## src/rtl/fbz_pkg.sv

```systemverilog
package fbz_pkg;
  typedef enum logic {DIR_DOWN = 1'b0, DIR_UP = 1'b1} dir_e;
  typedef enum logic {LOW_DEADTIME = 1'b0, LOW_PARKED = 1'b1} low_mode_e;
  localparam int unsigned NUM_LEGS = 2;
endpackage

```

## src/rtl/fbz_counter.sv

```systemverilog
module fbz_counter
  import fbz_pkg::*;
#(
  parameter int unsigned CNT_W = 16
) (
  input  logic             clk,
  input  logic             rst_n,
  input  logic [CNT_W-1:0] period_in,
  output logic [CNT_W-1:0] cnt,
  output dir_e             dir,
  output logic             zero,
  output logic [CNT_W-1:0] period_q
);
  logic [CNT_W-1:0] cnt_n, per_eff, per_n;
  dir_e             dir_n;

  assign zero    = (cnt == '0);
  assign per_eff = zero ? period_in : period_q;
  assign per_n   = zero ? period_in : period_q;

  always_comb begin
    cnt_n = cnt;
    dir_n = dir;
    if (per_eff == '0) begin
      cnt_n = '0;
      dir_n = DIR_UP;
    end else if (dir == DIR_UP) begin
      cnt_n = cnt + CNT_W'(1);
      dir_n = (cnt_n == per_eff) ? DIR_DOWN : DIR_UP;
    end else begin
      cnt_n = cnt - CNT_W'(1);
      dir_n = (cnt == CNT_W'(1)) ? DIR_UP : DIR_DOWN;
    end
  end

  always_ff @(posedge clk or negedge rst_n) begin
    if (!rst_n) begin
      cnt      <= '0;
      dir      <= DIR_UP;
      period_q <= '0;
    end else begin
      cnt      <= cnt_n;
      dir      <= dir_n;
      period_q <= per_n;
    end
  end
endmodule

```

## src/rtl/fbz_deadband.sv

```systemverilog
module fbz_deadband #(
  parameter int unsigned DB_W = 8
) (
  input  logic            clk,
  input  logic            rst_n,
  input  logic            din,
  input  logic [DB_W-1:0] db_len,
  output logic            dout
);
  logic [DB_W-1:0] run_q, run_n;

  always_comb begin
    if (!din)               run_n = '0;
    else if (run_q == '1)   run_n = run_q;
    else                    run_n = run_q + DB_W'(1);
  end

  always_ff @(posedge clk or negedge rst_n) begin
    if (!rst_n) run_q <= '0;
    else        run_q <= run_n;
  end

  assign dout = din && (run_q >= db_len);
endmodule

```

## src/rtl/fbz_leg.sv

```systemverilog
module fbz_leg
  import fbz_pkg::*;
#(
  parameter int unsigned CNT_W = 16,
  parameter int unsigned DB_W  = 8
) (
  input  logic             clk,
  input  logic             rst_n,
  input  logic [CNT_W-1:0] cnt,
  input  dir_e             dir,
  input  logic             zero,
  input  logic [CNT_W-1:0] period_q,
  input  logic [CNT_W-1:0] cmp,
  input  logic [DB_W-1:0]  db_len,
  input  low_mode_e        low_mode,
  input  logic             stat_lvl,
  input  logic             trip_f,
  output logic             hs,
  output logic             ls
);
  logic h_q, h_n, hs_db, ls_db;

  always_comb begin
    h_n = h_q;
    if (zero)                             h_n = 1'b0;
    else if (cnt == period_q)             h_n = (cmp < period_q);
    else if (dir == DIR_UP && cnt == cmp) h_n = 1'b1;
    else if (cnt == cmp)                  h_n = 1'b0;
  end

  always_ff @(posedge clk or negedge rst_n) begin
    if (!rst_n) h_q <= 1'b0;
    else        h_q <= h_n;
  end

  fbz_deadband #(.DB_W(DB_W)) u_db_hi (
    .clk(clk), .rst_n(rst_n), .din(h_q), .db_len(db_len), .dout(hs_db)
  );
  fbz_deadband #(.DB_W(DB_W)) u_db_lo (
    .clk(clk), .rst_n(rst_n), .din(~h_q), .db_len(db_len), .dout(ls_db)
  );

  assign hs = hs_db && !trip_f;
  assign ls = (low_mode == LOW_PARKED) ? stat_lvl : (ls_db && !trip_f);
endmodule

```

## src/rtl/fbz_pwm.sv

```systemverilog
module fbz_pwm
  import fbz_pkg::*;
#(
  parameter int unsigned CNT_W = 16,
  parameter int unsigned DB_W  = 8
) (
  input  logic             clk,
  input  logic             rst_n,
  input  logic             pos_cycle,
  input  logic [CNT_W-1:0] duty_cmp,
  input  logic [CNT_W-1:0] period_in,
  input  logic [DB_W-1:0]  db_len,
  input  logic             cbc_trip,
  input  logic             dly_trip,
  input  logic             stat_force,
  output logic             hs1,
  output logic             ls1,
  output logic             hs2,
  output logic             ls2,
  output logic [CNT_W-1:0] ctr,
  output logic             cycle_pos,
  output logic             trip_active
);
  dir_e             dir;
  logic             zero;
  logic [CNT_W-1:0] period_q, duty_cl;
  logic             pos_q, pos_n, stat_q, stat_n, dly_q, trip_q, trip_n;
  logic             dly_rise, dly_fall;
  logic [CNT_W-1:0] cmp_q [NUM_LEGS];
  logic [CNT_W-1:0] cmp_n [NUM_LEGS];
  logic             hs_w  [NUM_LEGS];
  logic             ls_w  [NUM_LEGS];

  fbz_counter #(.CNT_W(CNT_W)) u_cnt (
    .clk(clk), .rst_n(rst_n), .period_in(period_in),
    .cnt(ctr), .dir(dir), .zero(zero), .period_q(period_q)
  );

  assign duty_cl  = (duty_cmp > period_in) ? period_in : duty_cmp;
  assign pos_n    = (zero && (pos_cycle != pos_q)) ? pos_cycle : pos_q;
  assign dly_rise = dly_trip && !dly_q;
  assign dly_fall = !dly_trip && dly_q;

  always_comb begin
    stat_n = stat_q;
    if (dly_rise)        stat_n = 1'b0;
    else if (dly_fall)   stat_n = 1'b1;
    else if (stat_force) stat_n = 1'b1;
  end

  always_comb begin
    trip_n = trip_q;
    if (cbc_trip)  trip_n = 1'b1;
    else if (zero) trip_n = 1'b0;
  end

  always_ff @(posedge clk or negedge rst_n) begin
    if (!rst_n) begin
      pos_q  <= 1'b1;
      stat_q <= 1'b0;
      dly_q  <= 1'b0;
      trip_q <= 1'b0;
    end else begin
      pos_q  <= pos_n;
      stat_q <= stat_n;
      dly_q  <= dly_trip;
      trip_q <= trip_n;
    end
  end

  assign trip_active = cbc_trip || trip_q;
  assign cycle_pos   = pos_q;

  for (genvar g = 0; g < NUM_LEGS; g++) begin : g_leg
    localparam logic LEG_POS = (g == 0);
    low_mode_e mode;

    assign cmp_n[g] = !zero ? cmp_q[g] :
                      (pos_cycle == LEG_POS) ? duty_cl : period_in;
    assign mode     = (pos_q == LEG_POS) ? LOW_DEADTIME : LOW_PARKED;

    always_ff @(posedge clk or negedge rst_n) begin
      if (!rst_n)    cmp_q[g] <= '1;
      else if (zero) cmp_q[g] <= cmp_n[g];
    end

    fbz_leg #(.CNT_W(CNT_W), .DB_W(DB_W)) u_leg (
      .clk(clk), .rst_n(rst_n), .cnt(ctr), .dir(dir), .zero(zero),
      .period_q(period_q), .cmp(cmp_q[g]), .db_len(db_len),
      .low_mode(mode), .stat_lvl(stat_q), .trip_f(trip_active),
      .hs(hs_w[g]), .ls(ls_w[g])
    );
  end

  assign hs1 = hs_w[0];
  assign ls1 = ls_w[0];
  assign hs2 = hs_w[1];
  assign ls2 = ls_w[1];
endmodule

```

## config.mk

```make
export PLATFORM = sky130hd
export DESIGN_NAME = fbz_pwm
export DESIGN_NICKNAME = d
export VERILOG_FILES = /design/src/rtl/fbz_pkg.sv /design/src/rtl/fbz_counter.sv /design/src/rtl/fbz_deadband.sv /design/src/rtl/fbz_leg.sv /design/src/rtl/fbz_pwm.sv
export SDC_FILE = /design/constraint.sdc
export NUM_CORES = 1
export LEC_CHECK = 0
export ABC_AREA = 1
export ABC_CLOCK_PERIOD_IN_PS = 2900
export BUFFER_PORTS_ARGS = -buffer_cell sky130_fd_sc_hd__clkbuf_2
export CAP_MARGIN = 10
export CORE_MARGIN = 1.5
export CORE_UTILIZATION = 35
export DETAILED_ROUTE_END_ITERATION = 6
export GPL_TIMING_DRIVEN = 0
export SETUP_SLACK_MARGIN = 0.3
export SLEW_MARGIN = 15
export SYNTH_ARGS = -nofsm -noshare
export SYNTH_HDL_FRONTEND = slang
export SYNTH_SLANG_ARGS = --single-unit
```

## constraint.sdc

```tcl
create_clock -name clk -period 2.9 [get_ports clk]
set_clock_uncertainty 0.05 [all_clocks]
set_input_delay 0.145 -clock clk [delete_from_list [all_inputs] [get_ports clk]]
set_output_delay 0.145 -clock clk [all_outputs]
set_load 0.02 [all_outputs]
```

==> results.md <==
- DR vias: 8,525
- Num ports: 68
- Fillers: 2,568
- Die Ht: 160 um
- Min-Delay Path Class: in -> reg
- Fin crit period: 2.48 ns
- Die Wd: 160 um
- Pwr per Cell Area: 324 mW/mm^2
- Power, Total: 3240 uW
- Synth async-reset ratio: 100%
- Critical path class: reg -> reg
- Layout cells sized above 1: 14.4%
- Worst setup EP type: register
- Vias in the first global route: 8,046
- CTS max path bufs: 2
- Mapped Area: 0.00868 mm^2
- Endpoints failing hold: 0
- H-tree Lvls: 3
- Clock transition at the registers of the reported paths: 0.07 ns
- Max Slew Vio Count: 0
- GP Congestion: 0.906
- RSZ-0062 raised after global routing: false
- Cell Rows: 57
- Core area: 0.0243 mm^2
- Setup violators final: 0
- Initial antenna violation count: 0
- Root buffer cell: clkbuf_16
- Place WS: 0.0544 ns
- # clock sinks: 103
- Setup crit start kind: register
- Post-synth EDFFs: 0
- Worst-Margin Slew: 0.624 ns
- DRC: 0
- Port Buffers: 66
- Num CTS Buffers: 9
- Crit path DAT: 2.68 ns
- Area grow syn2layout: 15.3%
- Post-route ant nets: 0
- Sequential element share of the synthesized area: 30.2%
- Detail Placement HPWL: 21,000 um
- First-pass GRT wire length: 41,900 um
- Fin util: 41.1%
- Per-cell routed wire length: 15.8 um
- GRT overflow: 0
- Antenna fix cells: 0
- TritonCTS clock tree: done
- Max VDD drop: 0.229 mV
- Drt first-iter violations: 674
- Unique masters post-synth: 45
- DR pass1 iterations: 6
- Starting Density: 35.7%
- Post-Route WL: 26,500 um
- Final instance area: 0.0100 mm^2
- CP required: 3.10 ns
- Setup total negative slack: 0 ns
- Die Area: 0.0257 mm^2
- Nets: 1,478
- Crit-path max FO: 10
- Vias per cell: 5.09
- Status: finished, final reports clean
- Max_cap viols: 0
- Slew margin rel.: 58.0%
- Crit share post-route: 85.5%
- Mapped Avg Cell Area: 6.91 um^2
- Clock Latency Late Sink: 0.36 ns
- Yosys reg bits: 103
- Top_reg_cell synth: dfrtp_1
- Warnings from Yosys: 0
- Worst Slack Setup Final: 0.421 ns
- Fmax: 0.403 GHz
- Leak Pwr: 0.00521 uW
- Syn_nets: 1,386
- Pin count of the biggest net entering global routing: 87
- Gate Count Post-Synth: 1,255
- Post-Place Cell Area: 0.00945 mm^2
- Global Route Usage Sum: 20.7%
## final cells by class
type	count	area, um^2	area share [%]
inverter	143	537	5.37
tap	324	405	4.05
buffer	45	315	3.15
clock buffer	12	246	2.46
timing repair buffer	81	503	5.03
sequential	103	2620	26.2
clock inverter	4	70.1	0.700
multi-input combinational	964	5310	53.1
## cell families after synthesis
group,count (synthesis),synth area share (%)
adders and majority gates,85,12.3
DFF,103,30.2
buffers and inverters,188,9.16
and+or+nand+nor,641,31.8
AOI/OAI and AO/OA,193,12.1
xor gates and xnor gates,45,4.54
## state kept, by name, summed over array words and instances (netlist names)
register                   flops
cycle_pos                      1
u_cnt.period_q                16
stat_q                         1
u_cnt.dir                      1
g_leg.u_leg.u_db_hi.run_q     16
cmp_q                         32
g_leg.u_leg.h_q                2
dly_q                          1
u_cnt.cnt                     16
g_leg.u_leg.u_db_lo.run_q     16
trip_q                         1
## layout by cell type, fill, tap and decap left out, types with 14 or more instances in the layout
cell and count:
nand4_1 26, ha_1 84, clkbuf_1 16, buf_4 14, o21ai_0 72, xnor2_1 34
a21oi_1 91, nor2_1 105, nor3_1 15, dfrtp_1 69, dfstp_2 34, inv_1 136
clkbuf_2 65, nand2_1 351, nand3_1 104
## power breakdown
group | leakage [uW] | internal, uW | switching (uW) | total [uW]
clock | 0.000157 | 780 | 580 | 1360
combinational | 0.00387 | 137 | 227 | 364
sequential | 0.00118 | 1480 | 38.6 | 1520
total | 0.00521 | 2400 | 846 | 3240
## Yosys cell counts, types with 2 or more instances
cell type,instances,area [um^2]
o32ai_1,2,17.5
dfrtp_1,69,1730
o21a_1,3,22.5
buf_4,6,45.0
nor2_1,105,394
nor2_2,11,68.8
buf_2,17,85.1
a2bb2oi_1,2,17.5
nor3_2,2,20.0
nor3_1,15,75.1
xor2_1,11,96.3
clkbuf_1,15,56.3
a21oi_1,91,455
o2111ai_1,5,43.8
xnor2_1,34,298
ha_1,85,1060
nand2_1,356,1340
a31oi_1,4,25.0
nor2_4,5,56.3
dfstp_2,34,893
nand2_2,4,25.0
buf_6,6,67.6
o21ai_0,72,360
clkinv_1,4,15.0
nor4_1,3,18.8
a211oi_1,6,45.0
inv_1,138,518
nand3_1,108,541
nand4_1,26,163
## through the flow
| step | hold WS (ns) | std cells |
|---|---|---|
| after floorplan | -0.201 | 1255 |
| after global placement | 0.221 | 1645 |
| after detailed placement | -0.0314 | 1646 |
| after CTS | 0.0286 | 1669 |
| after global routing | 0.0449 | 1676 |
| final | 0.0362 | 1676 |
## critical path, stage by stage, from the launching register on
cell and delay, ns:
dfrtp_1 0.38, clkbuf_4 0.18, inv_2 0.10, ha_4 0.15, nand2_2 0.09, nor2_8 0.21
buf_8 0.15, nand3_1 0.12, nand2_2 0.12, nand2_1 0.07, nor3_2 0.21, nand2_2 0.11
nor2_4 0.19, buf_12 0.17, nor2_2 0.04
## path summary, 6_finish.rpt
path                                    from                              end  slack (ns)  cells after the start
min in group asynchronous              rst_n  g_leg[1].u_leg.u_db_hi.run_q[5]        0.15                      2
worst min-delay path            period_in[1]                        cmp_q[17]        0.04                      3
worst max register to register  u_cnt.cnt[1]                    u_cnt.cnt[13]        0.42                     14
worst max-delay path            u_cnt.cnt[1]                    u_cnt.cnt[13]        0.42                     14
max in group asynchronous              rst_n                        u_cnt.dir        1.92                      3
worst min register to register      cmp_q[0]                         cmp_q[0]        0.44                      2
## what timing repair did
action	in CTS	in global routing
cloned	0	1
resized for setup	6	31
hold endpoints to repair	72	0
pin swaps	2	4
buffers inserted	3	6
setup endpoints to repair	53	49
hold buffers	4	0
## routing by layer
metal  vias up  wire (um)  global-route usage [%]
met3        30       1240                    2.27
li1       4307          -                       -
met2       216      13300                    37.2
met5         -          0                       0
met4         0        480                    5.44
met1      3972      11500                    26.1
Note: power is estimated with default switching activity, not from simulation.
